[config.mk]
export PLATFORM = sky130hd
export DESIGN_NAME = temp_result_fmt
export DESIGN_NICKNAME = d
export VERILOG_FILES = /design/src/rtl/temp_fmt_pkg.sv /design/src/rtl/conv_timer.sv /design/src/rtl/res_masker.sv /design/src/rtl/alarm_cmp.sv /design/src/rtl/temp_result_fmt.sv
export SDC_FILE = /design/constraint.sdc
export NUM_CORES = 1
export LEC_CHECK = 0
export BUFFER_PORTS_ARGS = -buffer_cell sky130_fd_sc_hd__buf_2
export CORE_ASPECT_RATIO = 1.25
export CORE_MARGIN = 10
export CORE_UTILIZATION = 51
export CTS_BUF_LIST = sky130_fd_sc_hd__clkbuf_8
export DETAILED_ROUTE_END_ITERATION = 8
export PLACE_DENSITY = 0.84
export SYNTH_ARGS = -nofsm -noshare
export SYNTH_HDL_FRONTEND = slang
export SYNTH_SLANG_ARGS = --single-unit
export TNS_END_PERCENT = 50
[constraint.sdc]
create_clock -name clk -period 1.95 [get_ports clk]
set_input_delay 0.39 -clock clk [delete_from_list [all_inputs] [get_ports clk]]
set_output_delay 0.39 -clock clk [all_outputs]
set_load 0.01 [all_outputs]
[src/rtl/temp_fmt_pkg.sv]
package temp_fmt_pkg;

    localparam int TW     = 16;
    localparam int FRAC   = 4;
    localparam int TRIG_W = 8;
    localparam int INT_W  = TW - FRAC;

    typedef enum logic [1:0] {
        RES_9  = 2'b00,
        RES_10 = 2'b01,
        RES_11 = 2'b10,
        RES_12 = 2'b11
    } res_e;

    typedef logic [TW-1:0]            tword_t;
    typedef logic signed [TRIG_W-1:0] trig_t;
    typedef logic signed [INT_W-1:0]  tint_t;

    typedef struct packed {
        tword_t raw;
        res_e   res;
        trig_t  hi;
        trig_t  lo;
    } job_t;

    // Mask of fractional bits that must read as zero for a given code
    function automatic tword_t dropped_bits(res_e r);
        tword_t m;
        m = '0;
        for (int i = 0; i < FRAC - 1; i++) begin
            if (int'(r) < (FRAC - 1) - i) m[i] = 1'b1;
        end
        return m;
    endfunction

    // Whole-degree part; sign-extended word makes the top bits the integer
    function automatic tint_t whole_part(tword_t w);
        return tint_t'(w[TW-1:FRAC]);
    endfunction

    function automatic tint_t widen_trig(trig_t t);
        return tint_t'(t);
    endfunction

endpackage

[src/rtl/conv_timer.sv]
module conv_timer
    import temp_fmt_pkg::*;
#(
    parameter int BUSY_MAX = 64
) (
    input  logic clk,
    input  logic rst,
    input  logic start,
    input  res_e res,
    output logic busy,
    output logic expire
);
    localparam int CW = (BUSY_MAX > 2) ? $clog2(BUSY_MAX) : 1;

    logic [CW-1:0] len_m1 [4];
    logic [CW-1:0] cnt;
    res_e          res_q;
    logic          busy_q;

    for (genvar g = 0; g < 4; g++) begin : g_len
        localparam int L = BUSY_MAX >> (3 - g);
        assign len_m1[g] = CW'(L - 1);
    end

    always_ff @(posedge clk) begin
        if (rst) begin
            busy_q <= 1'b0;
            cnt    <= '0;
            res_q  <= RES_12;
        end else if (start) begin
            busy_q <= 1'b1;
            cnt    <= len_m1[res];
            res_q  <= res;
        end else if (busy_q) begin
            if (cnt == '0) busy_q <= 1'b0;
            else           cnt    <= cnt - 1'b1;
        end
    end

    assign busy   = busy_q;
    assign expire = busy_q && (cnt == '0);

    // the countdown never exceeds the window picked at start
    p_cnt_bound_r3: assert property (@(posedge clk) disable iff (rst)
        busy_q |-> (cnt <= len_m1[res_q]));

    // busy cannot drop while cycles remain
    p_busy_hold_r3: assert property (@(posedge clk) disable iff (rst)
        (busy_q && cnt != '0) |=> busy_q);

    // a start is never taken while busy
    p_no_restart_r5: assert property (@(posedge clk) disable iff (rst)
        busy_q |-> !start);

endmodule

[src/rtl/res_masker.sv]
module res_masker
    import temp_fmt_pkg::*;
(
    input  tword_t raw_i,
    input  res_e   res_i,
    output tword_t word_o
);
    for (genvar i = 0; i < FRAC - 1; i++) begin : g_frac
        localparam logic [1:0] KEEP_AT = 2'((FRAC - 1) - i);
        assign word_o[i] = (2'(res_i) >= KEEP_AT) ? raw_i[i] : 1'b0;
    end
    assign word_o[TW-1:FRAC-1] = raw_i[TW-1:FRAC-1];

endmodule

[src/rtl/alarm_cmp.sv]
module alarm_cmp
    import temp_fmt_pkg::*;
(
    input  tword_t word_i,
    input  trig_t  hi_i,
    input  trig_t  lo_i,
    output logic   hit_o
);
    tint_t whole;
    logic  above;
    logic  below;

    always_comb begin
        whole = whole_part(word_i);
        above = whole > widen_trig(hi_i);
        below = whole < widen_trig(lo_i);
        hit_o = above | below;
    end

endmodule

[src/rtl/temp_result_fmt.sv]
module temp_result_fmt
    import temp_fmt_pkg::*;
#(
    parameter int BUSY_MAX = 64
) (
    input  logic        clk,
    input  logic        rst,
    input  logic        raw_valid,
    input  logic [15:0] raw_temp,
    input  logic [1:0]  res_code,
    input  logic [7:0]  trig_hi,
    input  logic [7:0]  trig_lo,
    output logic [15:0] temp_word,
    output logic        alarm,
    output logic        conv_done,
    output logic        busy
);
    localparam tword_t POR_WORD = 16'h0550;

    job_t   job_q;
    tword_t word_q;
    tword_t masked;
    logic   alarm_q;
    logic   done_q;
    logic   hit;
    logic   start;
    logic   expire;
    logic   busy_w;

    assign start = raw_valid && !busy_w;

    conv_timer #(.BUSY_MAX(BUSY_MAX)) u_timer (
        .clk    (clk),
        .rst    (rst),
        .start  (start),
        .res    (res_e'(res_code)),
        .busy   (busy_w),
        .expire (expire)
    );

    res_masker u_mask (
        .raw_i  (job_q.raw),
        .res_i  (job_q.res),
        .word_o (masked)
    );

    alarm_cmp u_cmp (
        .word_i (masked),
        .hi_i   (job_q.hi),
        .lo_i   (job_q.lo),
        .hit_o  (hit)
    );

    always_ff @(posedge clk) begin
        if (rst) begin
            job_q   <= '{raw: POR_WORD, res: RES_12, hi: '0, lo: '0};
            word_q  <= POR_WORD;
            alarm_q <= 1'b0;
            done_q  <= 1'b0;
        end else begin
            done_q <= expire;
            if (start) begin
                job_q <= '{raw: raw_temp, res: res_e'(res_code),
                           hi: trig_t'(trig_hi), lo: trig_t'(trig_lo)};
            end
            if (expire) begin
                word_q  <= masked;
                alarm_q <= hit;
            end
        end
    end

    assign temp_word = word_q;
    assign alarm     = alarm_q;
    assign conv_done = done_q;
    assign busy      = busy_w;

    // done lasts a single cycle
    p_done_pulse_r4: assert property (@(posedge clk) disable iff (rst)
        done_q |=> !done_q);

    // done only follows a busy period
    p_done_after_busy_r4: assert property (@(posedge clk) disable iff (rst)
        done_q |-> (!busy_w || $past(busy_w)));

    // busy falling always yields done
    p_fall_gives_done_r4: assert property (@(posedge clk) disable iff (rst)
        $fell(busy_w) |-> done_q);

    // result word frozen outside done
    p_word_hold_r10: assert property (@(posedge clk) disable iff (rst)
        !done_q |-> $stable(word_q));

    // alarm frozen outside done
    p_alarm_hold_r8: assert property (@(posedge clk) disable iff (rst)
        !done_q |-> $stable(alarm_q));

    // published word carries no bits below the chosen resolution
    p_mask_r2: assert property (@(posedge clk) disable iff (rst)
        done_q |-> ((word_q & dropped_bits(job_q.res)) == '0));

    // captured job untouched by strobes while busy
    p_ignore_r5: assert property (@(posedge clk) disable iff (rst)
        busy_w |=> $stable(job_q));

endmodule

# Word-level counts from Yosys, hierarchy flattened
# Index checks and enable logic that the tools add are counted.
[totals]
reg_bits = 59
[op_classes]
addsub = 1
n_lt_le_gt_ge = 6
n_eq_ne = 1
muxes = 12
bitwise_logic = 2
reduce_logical = 6
[op_table]
columns = ["cell", "count"]
rows = [
  ["6-bit 2-to-1 mux", 5],
  ["6-bit binary-select mux with 2-bit select", 1],
  ["12-bit by 8-bit greater-than comparator with 1-bit output", 1],
  ["12-bit by 8-bit < comparator with 1-bit output", 1],
  ["6-bit zero test", 1],
  ["1-bit 2-to-1 mux", 6],
  ["6-bit by 1-bit subtractor with 6-bit output, second input constant", 1],
  ["2-bit >= comparator, second input constant", 2],
  ["3-bit >= comparator, second input constant", 1],
  ["2-bit NOT with 3-bit output", 1],
  ["2-bit by 1-bit >= comparator with 1-bit output, second input constant", 1],
  ["1-bit logical AND", 2],
  ["2-bit != test, second input constant", 1],
  ["2-bit AND reduction", 1],
  ["2-bit nonzero test", 1],
  ["1-bit zero test", 1],
  ["1-bit OR", 1],
]

# Depth between registers and ports, before layout
# Gate-level depths: netlist (run 1).
[depth]
depth_word = 5
ltp_mapped = 8
depth_no_buf = 7

# Hierarchy
# Synthesis (run 1) repeated with hierarchy kept, for this count alone.
[unflattened]
hier_cells = 341
hier_area_um2 = 3260.6
[modules_own_cells]
columns = ["mod", "instances", "cells_per_inst", "area_per_inst_um2", "seq_area_each_um2"]
rows = [
  ["temp_result_fmt", 1, 211, 2170.8, 1041.0],
  ["alarm_cmp", 1, 73, 584.3, 0.0],
  ["conv_timer", 1, 41, 386.6, 140.1],
  ["res_masker", 1, 16, 118.9, 0.0],
]

# Worst setup path before layout (run 1)
# Ideal clock, no wire load.
[synth_timing]
path_kind = "reg2reg"
start = "reg job_q[15] (netlist name)"
end = "reg alarm_q, in the netlist alarm"
setup_ps = 132
t_arrival_ps = 1735
required_ps = 1818
slack_ps = 83
stages_incl_launch_ff = 8
n_path_buf = 0
synth_period_minus_slack_ps = 1867
path_cell_list = "dfxtp_1 inv_1 ha_1 nand4_1 o22ai_1 or4b_1 o31ai_1 a311oi_1"
[synth_via]
elab_chain_cells = 2
[synth_lines]
columns = ["item", "line", "source"]
rows = [
  ["from (decl)", "temp_result_fmt.sv:20", "job_t job_q;"],
  ["from (signal assigned)", "temp_result_fmt.sv:56", "job_q <= '{raw: POR_WORD, res: RES_12, hi: '0, lo: '0};"],
  ["from (signal assigned)", "temp_result_fmt.sv:63", "job_q <= '{raw: raw_temp, res: res_e'(res_code),"],
  ["12-bit by 8-bit greater-than comparator with 1-bit output", "alarm_cmp.sv:15", "above = whole > widen_trig(hi_i);"],
  ["1-bit OR", "alarm_cmp.sv:17", "hit_o = above | below;"],
  ["to (signal assigned)", "temp_result_fmt.sv:68", "alarm_q <= hit;"],
  ["to (decl)", "temp_result_fmt.sv:23", "logic alarm_q;"],
]
# Every way passes these cells.
# A chain may end at the register's enable or synchronous reset.

# Worst setup path in the final report (run 1)
# Same ends and word-level chain as after synthesis.

==> run metrics, run 1 <==
Cell variety after synth 39; crit end category flop; CP Max Fanout 5; worst hold-check path type input pin to flop; Setup CP Type flop to flop; Tightest Pin Transition 0.395 ns; M2 GR Usage 27.5%; Switching Fraction 26.7%; FMAX 531 MHz; Cells after Synth 337; CP Cell Sequence inv_4 -> ha_1 -> nand4_1 -> o22ai_1 -> or4b_1 -> o31ai_2 -> a311oi_1; Max Cap Violations 0; sequential share of power 41.5%; P_leak 1.49 nW; Slew HR 73.0%; top_reg_cell synth dfxtp_1; initial DRC count 129; GRT Residual Overflow 0; post-synthesis average cell area 8.03 µm²; final hold vios 0; HP Start raw_temp[10]; CTS Sinks 59; H-tree level count 3; Inserted Clock Buffers 9; initial antenna violation count 0; CTS root buffer clkbuf_8; crit path DAT 2.10 ns; Initial Utilization 52.9%; via count 2437; post-DP HPWL 4880 µm; Synth Net Count 398; Max Slew Vio Count 0; minimum clock period 1.88 ns; Post-synth EDFFs 0; Switching Power 0.000864 W; Critical Path RT 2.17 ns; Worst Setup SP job_q[15]$_SDFFE_PP0P_; clk slew on worst S/H paths 0.07 ns; Seq/Total Area, Yosys 43.7%; Netlist Area Pre-Place 0.00271 mm²; Fillers 428; Synth Warn # 0; GR Util met3 4.90%; Startpoint Class flop; status finished clean; Die Height 101 µm; unrepaired setup endpoints after global routing yes; worst hold slack 0.248 ns; CTS tree built; pwr dens 940 mW/mm²; via count of the first global-routing pass 2507; ANT nets after route 0; I/O Buffers 55; Crit-path slowest cell or4b_1; final worst-path cycle share 96.5%; # hold bufs at CTS 0; power share of the clock group 42.8%; global-route wire length before repair 10900 µm; met1 Use GR 16.1%; worst skew pair latency 0.35 ns; share of layout cells above drive strength 1 25.6%; final net count 462; sum of buffers and inverters on the critical path 1; FF-to-FF Start job_q[15]$_SDFFE_PP0P_; Reg area 0.00118 mm²; setup violators final 0; clk_skew 0.00708 ns; Placer Congestion 0.879; Total GRT Usage 15.4%; asr flop ratio synth 0%; drt drc 0; largest net degree at the start of global routing 60; Die W 85.1 µm; final wirelength 6570 µm; Comb pwr share 15.7%; CORE AREA 0.00512 mm²; Power Internal 0.00237 W; busiest grt layer met2; die area 0.00864 mm²; Worst path max stage delay 0.52 ns; clock tree buffer depth 2; Top delay family on crit path simple AND/OR/NAND/NOR gates; Seq cells post-synth 59; post-route cell area 0.00344 mm²; worst vdd ir 0.000708 V; Placed Area 0.00312 mm²; num ports 56; Avg WL per Cell 14.0 µm; row cnt 29; Area Overhead vs Synth 27.2%; via/cell ratio 5.21; area occupied by multi-input gates 0.00145 mm²; # diodes 0; Pre-Repair DR Iteration Count 4
registers in the layout (all words and copies together) (netlist names):
register and cells:
alarm 1, conv_done 1, job_q 34, temp_word 16, u_timer.busy 1, u_timer.cnt 6
power by group through the flow:
stage / Clock, W / Combinational [W] / Sequential [W]
after floorplan: 0 / 0.000319 / 0.00136
after global placement: 0 / 0.000468 / 0.00136
after detailed placement: 0 / 0.000482 / 0.00137
after CTS: 0.00141 / 0.000490 / 0.00134
after global routing: 0.00144 / 0.000586 / 0.00135
final: 0.00138 / 0.000507 / 0.00134
through the flow:
step / setup TNS (ns) / total power [W] / setup slack (ns) / util (%) / std cells
2_1_floorplan: 0 / 0.00168 / 0.0833 / - / 337
3_3_place_gp: -0.00736 / 0.00183 / -0.00736 / 60.9 / 451
3_5_place_dp: -0.0532 / 0.00185 / -0.0532 / 60.9 / 451
4_1_cts: 0 / 0.00324 / 0.0232 / 66.1 / 467
5_1_grt: -0.0486 / 0.00338 / -0.0486 / 67.3 / 468
6_report: 0 / 0.00324 / 0.0674 / 67.3 / 468
worst paths after layout:
path / end / slack [ns] / depth (start not counted)
max: alarm$_SDFFE_PP0P_ / 0.07 / 7
max reg2reg: alarm$_SDFFE_PP0P_ / 0.07 / 7
min: job_q[28]$_SDFFE_PP1P_ / 0.25 / 3
min reg2reg: temp_word[1]$_SDFFE_PP0P_ / 0.45 / 2
worst min-delay path: cells and delay by family:
family	cells	cell delay (ns)
and+or+nand+nor	2	0.11
buffers and inverters	1	0.07
logic make-up (layout without fill, tap and decap cells):
group / Yosys count / after routing / share of synthesized area, %
AO/OA/AOI/OAI: 74 / 74 / 16.1
XOR/XNOR: 3 / 3 / 0.972
adder cells (fa/ha/maj): 24 / 24 / 11.1
buffers and inverters: 38 / 107 / 5.37
flip-flops: 59 / 59 / 43.7
multiplexers: 1 / 1 / 0.416
AND/OR/NAND/NOR: 138 / 138 / 22.3
synthesized netlist by cell type, types with 2 or more instances:
cell	count	share of area (%)
buf_2	2	0.37
nor2_1	8	1.1
xor2_1	3	0.97
ha_1	24	11
nand2_1	100	14
a211oi_1	2	0.55
a21o_1	2	0.55
nand3_1	4	0.74
nand3b_1	8	2.2
nor2b_1	3	0.69
o211ai_1	2	0.55
o22ai_1	2	0.46
o21ai_0	3	0.55
nor3_1	4	0.74
dfxtp_1	59	44
buf_1	2	0.28
a21oi_1	50	9.3
inv_1	20	2.8
nand4_1	5	1.2
clkbuf_1	14	1.9
a211o_1	2	0.65
cell usage in the layout, fill, tap and decap left out, drive strengths merged, types with 3 or more instances in the layout:
| master | n |
|---|---|
| nand2 | 100 |
| buf | 71 |
| dfxtp | 59 |
| a21oi | 50 |
| ha | 24 |
| inv | 22 |
| clkbuf | 9 |
| nor2 | 8 |
| nand3b | 8 |
| nand4 | 5 |
| nor3 | 5 |
| nand3 | 4 |
| xor2 | 3 |
| o21ai | 3 |
| bufinv | 3 |
| nor2b | 3 |
| a211oi | 3 |
layout make-up:
type                       instances  area share, %
clock buffer                       9           3.60
multi-input combinational        240           42.0
timing repair buffer              71           11.9
sequential                        59           34.4
clock inverter                     7           3.60
inverter                          20           2.25
tap                               62           2.25
repair_timing:
action | CTS | global route
setup endpoints to repair | 1 | 2
setup buffers | 0 | 1
resized for setup | 4 | 10
pin swaps | 1 | 2
routing by layer:
layer | vias to the layer above | part of all wire, %
li1 | 1271 | -
met1 | 1114 | 42
met2 | 44 | 52
met3 | 8 | 4.6
met4 | 0 | 1.4
met5 | - | 0
No activity file was read; power rests on OpenSTA's default activity.
==> run 2, diff against run 1 <==
Settings changed: CORE_MARGIN 10 to 5.
==> run 2 against run 1 <==
Via count is 1.3% higher. Fmax is 1.6% lower. Combinational power is 3% lower. Critical endpoint unchanged.
==> run metrics, run 2 (synthesis results as in run 1) <==
status finished clean; Setup CP Type flop to flop; I/O Buffers 55; FF-to-FF Start job_q[15]$_SDFFE_PP0P_; worst skew pair latency 0.34 ns; largest net degree at the start of global routing 41; most frequent cells in the layout 100 x nand2_1, 58 x dfxtp_1, 55 x buf_2; Final TNS setup 0 ns; CTS Sinks 59; FMAX 523 MHz; # hold bufs at CTS 0; Largest Register job_q; post-DP HPWL 4550 µm; H-tree level count 3; via count of the first global-routing pass 2312; final wirelength 6310 µm; clk slew on worst S/H paths 0.07 ns; drt drc 0; Max Slew Vio Count 0; worst vdd ir 0.000642 V; ANT nets after route 0; final worst slack 0.0371 ns; Slew HR 65.1%; area occupied by multi-input gates 0.00141 mm²; Reg2Reg Depth 7; CTS root buffer clkbuf_8; worst hold-check path type input pin to flop; P_leak 1.45 nW; Fillers 434; row cnt 29; Avg WL per Cell 13.6 µm; crit path DAT 2.13 ns; unrepaired setup endpoints after global routing yes; Top delay family on crit path compound AO/OA/AOI/OAI gates; Crit path depth 7; initial antenna violation count 0; setup violators final 0; worst hold slack 0.253 ns; die area 0.00687 mm²; Initial Utilization 52.9%; global-route wire length before repair 10300 µm; commonest non-fill, non-tap cell in the layout nand2_1; Die Height 91.4 µm; sum of buffers and inverters on the critical path 1; Inserted Clock Buffers 9; final hold vios 0; crit end category flop; Total GRT Usage 19.2%; Place WS -0.0281 ns; Worst path max stage delay 0.50 ns; Tightest Pin Transition 0.524 ns; CORE AREA 0.00512 mm²; GRT Residual Overflow 0; CP Cell Sequence inv_2 -> ha_1 -> a21oi_1 -> o22ai_1 -> or4b_1 -> o31ai_1 -> a311oi_1; Worst Setup SP job_q[15]$_SDFFE_PP0P_; Reg area 0.00118 mm²; Area Overhead vs Synth 22.4%; CTS tree built; CP Max Fanout 5; via count 2469; clk_skew 0.00833 ns; Die W 75.1 µm; final worst-path cycle share 98.1%; clock tree buffer depth 2; num ports 56; hold depth 2; share of layout cells above drive strength 1 23.2%; HP Start raw_temp[4]; Critical Path RT 2.16 ns; # diodes 0; Placer Congestion 0.858; Crit-path slowest cell or4b_1; minimum clock period 1.91 ns; via/cell ratio 5.33; Pre-Repair DR Iteration Count 4; Startpoint Class flop; pwr dens 870 mW/mm²; initial DRC count 144; max reg flops 34; final net count 457; Max Cap Violations 0
==> run 2: cell count changes in the layout (fill, tap and decap cells not counted), moves of 2 or more <==
cell	before	now
buf_4	15	9
bufinv_16	3	1
clkinv_2	0	3
dfxtp_1	56	58
dfxtp_2	3	1
ha_1	20	22
ha_4	4	1
inv_1	18	20
inv_6	2	0
==> run 2: timing repair <==
item,in CTS,in global routing
resized for setup,0,9
pin swaps,1,0
cloned,0,0
buffers inserted,0,0
setup endpoints to repair,1,2
==> run 2: per-layer routing <==
| layer | wire length (µm) | up-vias | part of all wire, % | track usage (%) |
|---|---|---|---|---|
| li1 | - | 1263 | - | - |
| met1 | 2540 | 1134 | 40 | 22.3 |
| met2 | 3220 | 54 | 51 | 32.2 |
| met3 | 312 | 18 | 4.9 | 4.31 |
| met4 | 235 | 0 | 3.7 | 9.62 |
| met5 | 0 | - | 0 | 0 |
==> run 2: path summary, 6_finish.rpt <==
kind	slack (ns)	end
worst max-delay path	0.04	alarm$_SDFFE_PP0P_
worst min-delay path	0.25	job_q[22]$_SDFFE_PP1P_
worst max register to register	0.04	alarm$_SDFFE_PP0P_
worst min register to register	0.45	u_timer.cnt[0]$_SDFFE_PP0P_
==> run 2: final cells by class <==
type                       count  share of cell area, %
inverter                      20                   2.27
timing repair buffer          66                   11.6
sequential                    59                   35.7
clock inverter                 7                   1.85
tap                           62                   2.34
multi-input combinational    240                   42.5
clock buffer                   9                   3.74
==> run 2: worst reg2reg max path, cell delays in order (launching register included) <==
cell and delay, ns:
dfxtp_1 0.34, inv_2 0.07, ha_1 0.30, a21oi_1 0.15, o22ai_1 0.10, or4b_1 0.50
o31ai_1 0.21, a311oi_1 0.11
==> run 2: where the power goes <==
group / switching (W) / leakage (nW) / internal [W]
Combinational: 0.000274 / 0.859 / 0.000220
Sequential: 0.0000604 / 0.484 / 0.00128
Clock: 0.000471 / 0.105 / 0.000575
Total: 0.000805 / 1.45 / 0.00208
==> run 2: per-stage QoR <==
stage          area [µm²]  util (%)  power [W]  cells
6_report             3310      64.7    0.00288    463
3_3_place_gp         3100      60.6    0.00183    447
3_5_place_dp         3100      60.6    0.00184    447
4_1_cts              3280      64.2    0.00289    463
2_1_floorplan        2710         -    0.00168    337
5_1_grt              3310      64.7    0.00303    463
